## src/rtl/page_loader_pkg.sv

```systemverilog
package page_loader_pkg;
  // outcome of a write to the load address in the current cycle
  typedef enum logic [1:0] {
    LD_NONE     = 2'd0,
    LD_ACCEPT   = 2'd1,
    LD_OVERFLOW = 2'd2,
    LD_DROP     = 2'd3
  } ld_kind_e;
endpackage

```

## src/rtl/page_loader_ptr.sv

```systemverilog
module page_loader_ptr
  import page_loader_pkg::*;
#(
  parameter int WORDS = 64,
  parameter int CNT_W = $clog2(WORDS + 1)
) (
  input  logic             clk_i,
  input  logic             rst_ni,
  input  logic             enter_i,
  input  logic             exit_i,
  input  logic             cmd_i,
  input  logic             busy_i,
  output ld_kind_e         kind_o,
  output logic [CNT_W-1:0] ptr_o,
  output logic             page_mode_o,
  output logic             ovf_o
);
  localparam logic [CNT_W-1:0] FULL = CNT_W'(WORDS);

  logic [CNT_W-1:0] ptr_q;
  logic             mode_q, ovf_q;

  always_comb begin
    kind_o = LD_NONE;
    if (cmd_i && !busy_i) begin
      if (!mode_q)           kind_o = LD_DROP;
      else if (ptr_q == FULL) kind_o = LD_OVERFLOW;
      else                   kind_o = LD_ACCEPT;
    end
  end

  always_ff @(posedge clk_i or negedge rst_ni) begin
    if (!rst_ni) begin
      ptr_q  <= '0;
      mode_q <= 1'b0;
      ovf_q  <= 1'b0;
    end else if (enter_i) begin
      ptr_q  <= '0;
      mode_q <= 1'b1;
      ovf_q  <= 1'b0;
    end else begin
      if (exit_i) mode_q <= 1'b0;
      if (kind_o == LD_ACCEPT) ptr_q <= ptr_q + CNT_W'(1);
      if (kind_o == LD_OVERFLOW) ovf_q <= 1'b1;
    end
  end

  assign ptr_o       = ptr_q;
  assign page_mode_o = mode_q;
  assign ovf_o       = ovf_q;


  ptr_step_chk: assert property (@(posedge clk_i) disable iff (!rst_ni)
    (kind_o == LD_ACCEPT && !enter_i) |=> ptr_q == $past(ptr_q) + CNT_W'(1));

  ptr_bound_chk: assert property (@(posedge clk_i) disable iff (!rst_ni)
    ptr_q <= FULL);

  ovf_sticky_chk: assert property (@(posedge clk_i) disable iff (!rst_ni)
    (ovf_q && !enter_i) |=> ovf_q);

  drop_hold_chk: assert property (@(posedge clk_i) disable iff (!rst_ni)
    (kind_o == LD_DROP && !enter_i) |=> (ptr_q == $past(ptr_q) && ovf_q == $past(ovf_q)));
endmodule

```

## src/rtl/page_loader_copy.sv

```systemverilog
module page_loader_copy #(
  parameter int WORD_W      = 16,
  parameter int IDX_W       = 6,
  parameter int COPY_CYCLES = 4,
  parameter int CYC_W       = $clog2(COPY_CYCLES + 1)
) (
  input  logic              clk_i,
  input  logic              rst_ni,
  input  logic              start_i,
  input  logic [IDX_W-1:0]  idx_i,
  input  logic [WORD_W-1:0] data_i,
  output logic              busy_o,
  output logic              we_o,
  output logic [IDX_W-1:0]  widx_o,
  output logic [WORD_W-1:0] wdata_o
);
  logic [CYC_W-1:0]  cnt_q;
  logic [IDX_W-1:0]  idx_q;
  logic [WORD_W-1:0] data_q;

  always_ff @(posedge clk_i or negedge rst_ni) begin
    if (!rst_ni) begin
      cnt_q  <= '0;
      idx_q  <= '0;
      data_q <= '0;
    end else if (start_i) begin
      cnt_q  <= CYC_W'(COPY_CYCLES);
      idx_q  <= idx_i;
      data_q <= data_i;
    end else if (cnt_q != '0) begin
      cnt_q <= cnt_q - CYC_W'(1);
    end
  end

  assign busy_o  = (cnt_q != '0);
  assign we_o    = (cnt_q == CYC_W'(1));
  assign widx_o  = idx_q;
  assign wdata_o = data_q;


  copy_load_chk: assert property (@(posedge clk_i) disable iff (!rst_ni)
    start_i |=> (cnt_q == CYC_W'(COPY_CYCLES) && wdata_o == $past(data_i)));

  copy_stable_chk: assert property (@(posedge clk_i) disable iff (!rst_ni)
    (busy_o && !start_i) |=> $stable(wdata_o));

  no_restart_chk: assert property (@(posedge clk_i) disable iff (!rst_ni)
    busy_o |-> !start_i);
endmodule

```

## src/rtl/page_loader_buf.sv

```systemverilog
module page_loader_buf #(
  parameter int WORD_W = 16,
  parameter int WORDS  = 64,
  parameter int IDX_W  = $clog2(WORDS)
) (
  input  logic              clk_i,
  input  logic              rst_ni,
  input  logic              we_i,
  input  logic [IDX_W-1:0]  widx_i,
  input  logic [WORD_W-1:0] wdata_i,
  input  logic [IDX_W-1:0]  ridx_i,
  output logic [WORD_W-1:0] rdata_o
);
  logic [WORD_W-1:0] mem_q [WORDS];

  for (genvar g = 0; g < WORDS; g++) begin : g_word
    always_ff @(posedge clk_i or negedge rst_ni) begin
      if (!rst_ni)                               mem_q[g] <= '0;
      else if (we_i && widx_i == IDX_W'(g))      mem_q[g] <= wdata_i;
    end
  end

  assign rdata_o = mem_q[ridx_i];
endmodule

```

## src/rtl/page_loader.sv

```systemverilog
module page_loader
  import page_loader_pkg::*;
#(
  parameter int          WORD_W      = 16,
  parameter int          PAGE_BYTES  = 128,
  parameter int          COPY_CYCLES = 4,
  parameter int          ADDR_W      = 8,
  parameter logic [7:0]  LOAD_ADDR   = 8'hF2,
  localparam int         WORDS       = PAGE_BYTES / (WORD_W / 8),
  localparam int         IDX_W       = $clog2(WORDS),
  localparam int         CNT_W       = $clog2(WORDS + 1)
) (
  input  logic              clk_i,
  input  logic              rst_ni,
  input  logic              page_enter_i,
  input  logic              page_exit_i,
  input  logic              bus_wr_i,
  input  logic [ADDR_W-1:0] bus_addr_i,
  input  logic [WORD_W-1:0] bus_wdata_i,
  input  logic              flash_rd_i,
  output logic              stall_o,
  output logic              overflow_o,
  output logic [CNT_W-1:0]  word_cnt_o,
  input  logic [IDX_W-1:0]  rd_idx_i,
  output logic [WORD_W-1:0] rd_data_o
);
  localparam int CYC_W = $clog2(COPY_CYCLES + 1);

  ld_kind_e          kind;
  logic              cmd, busy, page_mode, we;
  logic [CNT_W-1:0]  ptr;
  logic [IDX_W-1:0]  widx;
  logic [WORD_W-1:0] wdata;

  assign cmd     = bus_wr_i && (bus_addr_i == ADDR_W'(LOAD_ADDR));
  assign stall_o = busy && (bus_wr_i || flash_rd_i);

  page_loader_ptr #(.WORDS(WORDS), .CNT_W(CNT_W)) u_ptr (
    .clk_i      (clk_i),
    .rst_ni     (rst_ni),
    .enter_i    (page_enter_i),
    .exit_i     (page_exit_i),
    .cmd_i      (cmd),
    .busy_i     (busy),
    .kind_o     (kind),
    .ptr_o      (ptr),
    .page_mode_o(page_mode),
    .ovf_o      (overflow_o)
  );

  page_loader_copy #(
    .WORD_W(WORD_W), .IDX_W(IDX_W), .COPY_CYCLES(COPY_CYCLES), .CYC_W(CYC_W)
  ) u_copy (
    .clk_i  (clk_i),
    .rst_ni (rst_ni),
    .start_i(kind == LD_ACCEPT),
    .idx_i  (ptr[IDX_W-1:0]),
    .data_i (bus_wdata_i),
    .busy_o (busy),
    .we_o   (we),
    .widx_o (widx),
    .wdata_o(wdata)
  );

  page_loader_buf #(.WORD_W(WORD_W), .WORDS(WORDS), .IDX_W(IDX_W)) u_buf (
    .clk_i  (clk_i),
    .rst_ni (rst_ni),
    .we_i   (we),
    .widx_i (widx),
    .wdata_i(wdata),
    .ridx_i (rd_idx_i),
    .rdata_o(rd_data_o)
  );

  assign word_cnt_o = ptr;


  stall_blocks_load_chk: assert property (@(posedge clk_i) disable iff (!rst_ni)
    stall_o |-> kind != LD_ACCEPT);

  accept_in_mode_chk: assert property (@(posedge clk_i) disable iff (!rst_ni)
    kind == LD_ACCEPT |-> page_mode);

  busy_after_load_chk: assert property (@(posedge clk_i) disable iff (!rst_ni)
    kind == LD_ACCEPT |=> busy);

  other_addr_chk: assert property (@(posedge clk_i) disable iff (!rst_ni)
    (!cmd && !page_enter_i) |=> word_cnt_o == $past(word_cnt_o));
endmodule

```

## config.mk

```make
export PLATFORM = sky130hd
export DESIGN_NAME = page_loader
export DESIGN_NICKNAME = d
export VERILOG_FILES = /design/src/rtl/page_loader_pkg.sv /design/src/rtl/page_loader_ptr.sv /design/src/rtl/page_loader_copy.sv /design/src/rtl/page_loader_buf.sv /design/src/rtl/page_loader.sv
export SDC_FILE = /design/constraint.sdc
export NUM_CORES = 1
export LEC_CHECK = 0
export ABC_AREA = 0
export BUFFER_PORTS_ARGS = -buffer_cell sky130_fd_sc_hd__buf_2
export CAP_MARGIN = 20
export CORE_MARGIN = 3
export CORE_UTILIZATION = 65
export CTS_CLUSTER_SIZE = 25
export DETAILED_ROUTE_END_ITERATION = 8
export PLACE_DENSITY = 0.82
export SETUP_SLACK_MARGIN = 0.05
export SLEW_MARGIN = 10
export SYNTH_ARGS = -nofsm -noshare
export SYNTH_HDL_FRONTEND = slang
export SYNTH_SLANG_ARGS = --single-unit
```

## constraint.sdc

```tcl
create_clock -name clk_i -period 3.1 [get_ports clk_i]
set_input_delay 0.465 -clock clk_i [delete_from_list [all_inputs] [get_ports clk_i]]
set_output_delay 0.465 -clock clk_i [all_outputs]
set_load 0.03 [all_outputs]
```

# Yosys cells after proc, flatten, opt, wreduce, memory -nomap -nowiden
# Cells that the tools add are included.
# word_totals
regBits,1058
in_bits,36
out_inout_bits,25
word_cells,231
# classes
n_addsub,2
n_lt_le_gt_ge,1
n_eq_ne,68
n_mux,14
bitwise_logic,1
n_reduce_logical,75
# ops
cell,count
$eq A6 B6 Y1 const B,32
$bmux W16 S6,1
$eq A6 B5 Y1 const B,16
$logic_and A1 B1 Y1,67
$eq A6 B4 Y1 const B,8
$mux W16,2
$eq A6 B3 Y1 const B,4
$mux W7,2
$eq A6 B2 Y1 const B,2
$eq A8 B8 Y1 const B,1
$reduce_bool A2 Y1,4
$add A7 B1 Y7 const B,1
$eq A7 B7 Y1 const B,1
$ge A7 B7 Y1 const B,1
$not A6 Y7,1
$eq A6 B1 Y1 const B,1
$logic_not A6 Y1,1
$mux W2,3
$mux W3,2
$mux W1,4
$eq A3 B1 Y1 const B,1
$reduce_bool A3 Y1,1
$sub A3 B1 Y3 const B,1
$eq A2 B1 Y1 const B,1
other kinds (3),3

# Depth between registers and ports, before layout
# depth
ltp_word,7
depth_mapped,10
mapped_depth_nobuf,7

# Modules after synthesis
# From an unflattened synthesis, not the netlist that was laid out.
# hier_totals
cells_unflattened,3145
area_unflattened_um2,48340.1
# by_module_without_submodules
mod,instances,cells_each,area_per_inst_um2,seq_area_each_um2
page_loader_buf,1,3020,46656.0,25624.6
page_loader_copy,1,65,1102.3,625.6
page_loader_ptr,1,55,541.8,225.2
page_loader,1,5,40.0,0.0

# Least setup slack after synthesis
# Ideal clock, no wire load.
# synth_path
path_kind,input-to-output
startpoint,input port rd_idx_i[0]
endpoint,output port rd_data_o[11]
arrival_ns,2.578
setup_slack_ns,0.057
stages,8
path_buffers,5
path_cell_list,buf_6 > buf_6 > buf_8 > buf_6 > nand3b_4 > buf_6 > o22ai_1 > o41ai_1
# synth_between
elab_chain_cells,4
# synth_lines
item,line,text
"start, declared",page_loader.sv:24,"input logic [IDX_W-1:0] rd_idx_i,"
$not A6 Y7 (not written as such),page_loader_buf.sv:23,assign rdata_o = mem_q[ridx_i];
$bmux W16 S6,page_loader_buf.sv:23,
$mux W16 (not written as such) (2 in series),page_loader_buf.sv:23,
"end, declared",page_loader.sv:25,output logic [WORD_W-1:0] rd_data_o
# No other way between the ends. The select of a mux whose other input is x is not followed.

# Worst setup path in the final report
# layout_path
startpoint,register u_buf.mem_q[392] in the netlist's numbering
endpoint,output port rd_data_o[8]
# layout_between
elab_chain_cells,3
# layout_lines
item,line,text
"start, declared",page_loader_buf.sv:14,logic [WORD_W-1:0] mem_q [WORDS];
"start signal, assigned by index",page_loader_buf.sv:19,else if (we_i && widx_i == IDX_W'(g)) mem_q[g] <= wdata_i;
$bmux W16 S6,page_loader_buf.sv:23,
$mux W16 (not written as such) (2 in series),page_loader_buf.sv:23,
# No other way between the ends. The select of a mux whose other input is x is not followed.

==> run_results.csv <==
group,metric,value,unit
place,gp_congestion,0.900,
die,dieWidth,278,µm
layout,layout-drive-gt1-share,0.517,
grt,grt_use_met3,0.0731,
clocking,cts_sinks,1058,
layout,stdcell_count,4248,
clocking,cts-root-buf,"clkbuf_16",
logic_synthesis,synth_area_leaders,"dfrtp_1 (55%), mux2_2 (19%), mux4_2 (13%), mux2_1 (4.7%), clkbuf_1 (1.2%)",
logic_synthesis,synthesis.area,0.0482,mm²
detailed_routing,routed_wl,125,mm
detailed_routing,vias,28844,
worst_setup_path,crit_top_cell,"mux4_2",
clocking,tritoncts,"built",
logic_synthesis,yosysUniqueCellTypes,52,
layout,area_delta_synth_final,14.0,%
worst_setup_path,worstSetupStartpointType,"flop",
logic_synthesis,synth-simple-area-share,0.0221,
logic_synthesis,synth_top_cell_area_share,0.549,
clocking,clkLatencyLatePin,680,ps
grt,grt_first_pass_wirelength,192,mm
logic_synthesis,synth-compound-area-share,0.0180,
power_and_ir_drop,p_leak,0.0270,µW
grt,gr-max-usage-layer,"met2",
layout,nets,3243,
logic_synthesis,yosysMostFrequentCell,"dfrtp_1",
place,placedCellCount,4024,
worst_setup_path,required,2630,ps
worst_setup_path,crit_slowest_cell,"mux4_2",
die,start_util,0.659,
grt,antenna_found_initial,3,
die,core.rowCount,99,
die,die_h,278,µm
sta,finalWorstSetupSlack,-20.3,ps
logic_synthesis,synth_edf_count,0,
sta,final.setup_skew,22.5,ps
sta,finalHoldViolations,0,
detailed_routing,post_drt_wl_per_cell,29.4,µm
grt,grt_max_degree,123,
die,pin_count,61,
sta,post-route-period-util,1.01,
job,maxCapViolCount,0,
worst_setup_path,cp_slowest_stage_delay,580,ps
logic_synthesis,synthArstFlopShare,1.00,
logic_synthesis,synth.mux.area_fraction,0.378,
sta,tightestPinTransition,1170,ps
detailed_routing,drt_iter0_drc,2788,
detailed_routing,antenna_left,0,
worst_setup_path,end_kind,"output port",
sta,timing.slew.headroom,0.218,
die,die_area,0.0775,mm²
clocking,path_clk_slew,60,ps
die,core,0.0732,mm²
sta,setup_viol,2,
sta,max_freq,320,MHz
logic_synthesis,synth_flop_cell,"dfrtp_1",
detailed_routing,routed_via_density,6.79,
worst_hold_path,min_path_type,"input pin to flop",
sta,rsz0062_at_grt,"yes",
grt,grt_util_met2,0.523,
grt,overflow,0,
logic_synthesis,synth_xor_area_frac,0.00127,
logic_synthesis,synth-seq-area-share,0.549,
logic_synthesis,yosys_warnings,0,
worst_setup_path,critPathBufInv,1,
worst_setup_path,arrival,2660,ps
layout,fin_util,0.751,
power_and_ir_drop,peakVddDrop,0.446,mV
worst_setup_path,worst-setup-path-type,"flop to output port",
power_and_ir_drop,power_density,522,mW/mm²
clocking,cts_made_buffers,107,
worst_setup_path,crit_family,"multiplexers",
logic_synthesis,yosys.area_share.adder,0.00130,
outcome,violations,"setup timing",
logic_synthesis,synth_top_family_by_area,"multiplexers",
grt,met1_usage,0.451,
detailed_routing,dr.pass1.iters,5,
grt,first_global_vias,31047,
sta,period_needed,3120,ps
logic_synthesis,netlist_top_cells_count,"dfrtp_1 (1058), mux2_2 (832), mux4_2 (270)",
clocking,h-tree-depth,3,
sta,slew_violations,0,
worst_setup_path,path_cells,"mux4_2, mux4_2, nor2_4, o41ai_4, buf_4",
logic_synthesis,syn-num-nets,3114,
grt,grt_usage,0.329,
worst_setup_path,cp_max_fo,2,
place,place_area,0.0504,mm²
clocking,cts.path.max_buffers,3,
place,numPortBuffers,60,
layout,fin_area,0.0550,mm²
logic_synthesis,synth-seq-cells,1058,
logic_synthesis,yosys.area.top_type,"dfrtp_1",
outcome,status,"complete, but fails checks",
detailed_routing,route.detailed.drc,0,
logic_synthesis,avgSynthCellArea,15.7,µm²
place,hpwl,79.4,mm
logic_synthesis,synth_cells,3073,
-- what timing repair did --
item	CTS	global route
gates cloned	2	1
buffers inserted	7	12
gates resized for setup	87	60
hold buffers	6	0
endpoints found under the hold margin	128	0
pin swaps	13	14
setup endpoints to repair	16	16
-- sequential cells by signal, summed over array words and instances (netlist names) --
register,cells
u_copy.widx_o,6
u_copy.cnt_q,3
u_copy.wdata_o,16
u_ptr.page_mode_o,1
u_ptr.ovf_o,1
u_buf.mem_q,1024
u_ptr.ptr_o,7
-- worst reg2reg max path: stages, from the launching register on --
cell and delay [ps]:
dfrtp_1 380, inv_1 110, ha_1 170, nor2b_1 410, and3_1 570, nand2_1 240, buf_4 280, mux2_1 370
-- per-layer routing --
| layer | share of wire | vias to the layer above |
|---|---|---|
| li1 | - | 11643 |
| met1 | 0.40 | 15564 |
| met2 | 0.48 | 1318 |
| met3 | 0.081 | 317 |
| met4 | 0.041 | 2 |
| met5 | 0.000080 | - |
-- final timing paths --
check	startpoint	endpoint	slack, ps	cells past startpoint
setup / recovery	u_buf.mem_q[392]$_DFFE_PN0P_	rd_data_o[8]	-20	5
hold / removal	bus_wdata_i[9]	u_copy.wdata_o[9]$_DFFE_PN0N_	30	2
setup reg to reg	u_copy.cnt_q[1]$_DFFE_PN0P_	u_buf.mem_q[189]$_DFFE_PN0P_	470	7
hold reg to reg	u_buf.mem_q[474]$_DFFE_PN0P_	u_buf.mem_q[474]$_DFFE_PN0P_	490	1
max in group asynchronous	rst_ni	u_buf.mem_q[34]$_DFFE_PN0P_	1660	4
min in group asynchronous	rst_ni	u_buf.mem_q[383]$_DFFE_PN0P_	230	2
-- per-stage QoR --
stage          setup slack (ps)  power [µW]  hold WS [ps]  TNS, ps
2_1_floorplan              56.7       14900           169        0
3_3_place_gp               -444       15600           313    -2150
3_5_place_dp               -474       15700           316    -2250
4_1_cts                    18.4       28800         0.285        0
5_1_grt                   -27.5       29500          23.4    -28.1
6_report                  -20.3       28700          30.4    -32.7
-- report_power, final --
group          switching, µW  internal (µW)  total [µW]  leakage [µW]
logic                   1060            594        1650        0.0105
registers               67.9          13800       13900        0.0148
clock network           5410           7710       13100       0.00180
-- logic make-up (layout without fill, tap and decap cells) --
family | after synthesis | count (layout)
compound gates | 148 | 148
xor+xnor | 7 | 7
fa+ha+maj | 5 | 5
buf+inv | 292 | 507
flops | 1058 | 1058
mux | 1350 | 1350
other cells | 0 | 1
simple gates | 213 | 213
-- cell usage in the layout (no fill, tap or decap), types with 23 or more instances in the layout --
cell type,count
clkbuf_8,28
nand2_1,97
nor2_2,23
mux2_2,832
mux4_2,270
buf_12,29
buf_4,206
clkbuf_16,112
dfrtp_1,1042
o21ai_1,28
buf_2,42
clkinv_2,24
mux2i_1,26
mux2_1,202
-- area by class of cell --
class                           instances  area [µm²]
Sequential cell                      1058       26500
Multi-Input combinational cell       1723       20800
Fill cell                            4070       18200
Clock buffer                          161        3250
Timing Repair Buffer                  304        2820
Tap cell                              959        1200
Clock inverter                         34         357
Inverter                                8        30.0
Antenna cell                            1        2.50
Note: power is estimated with default switching activity, not from simulation.
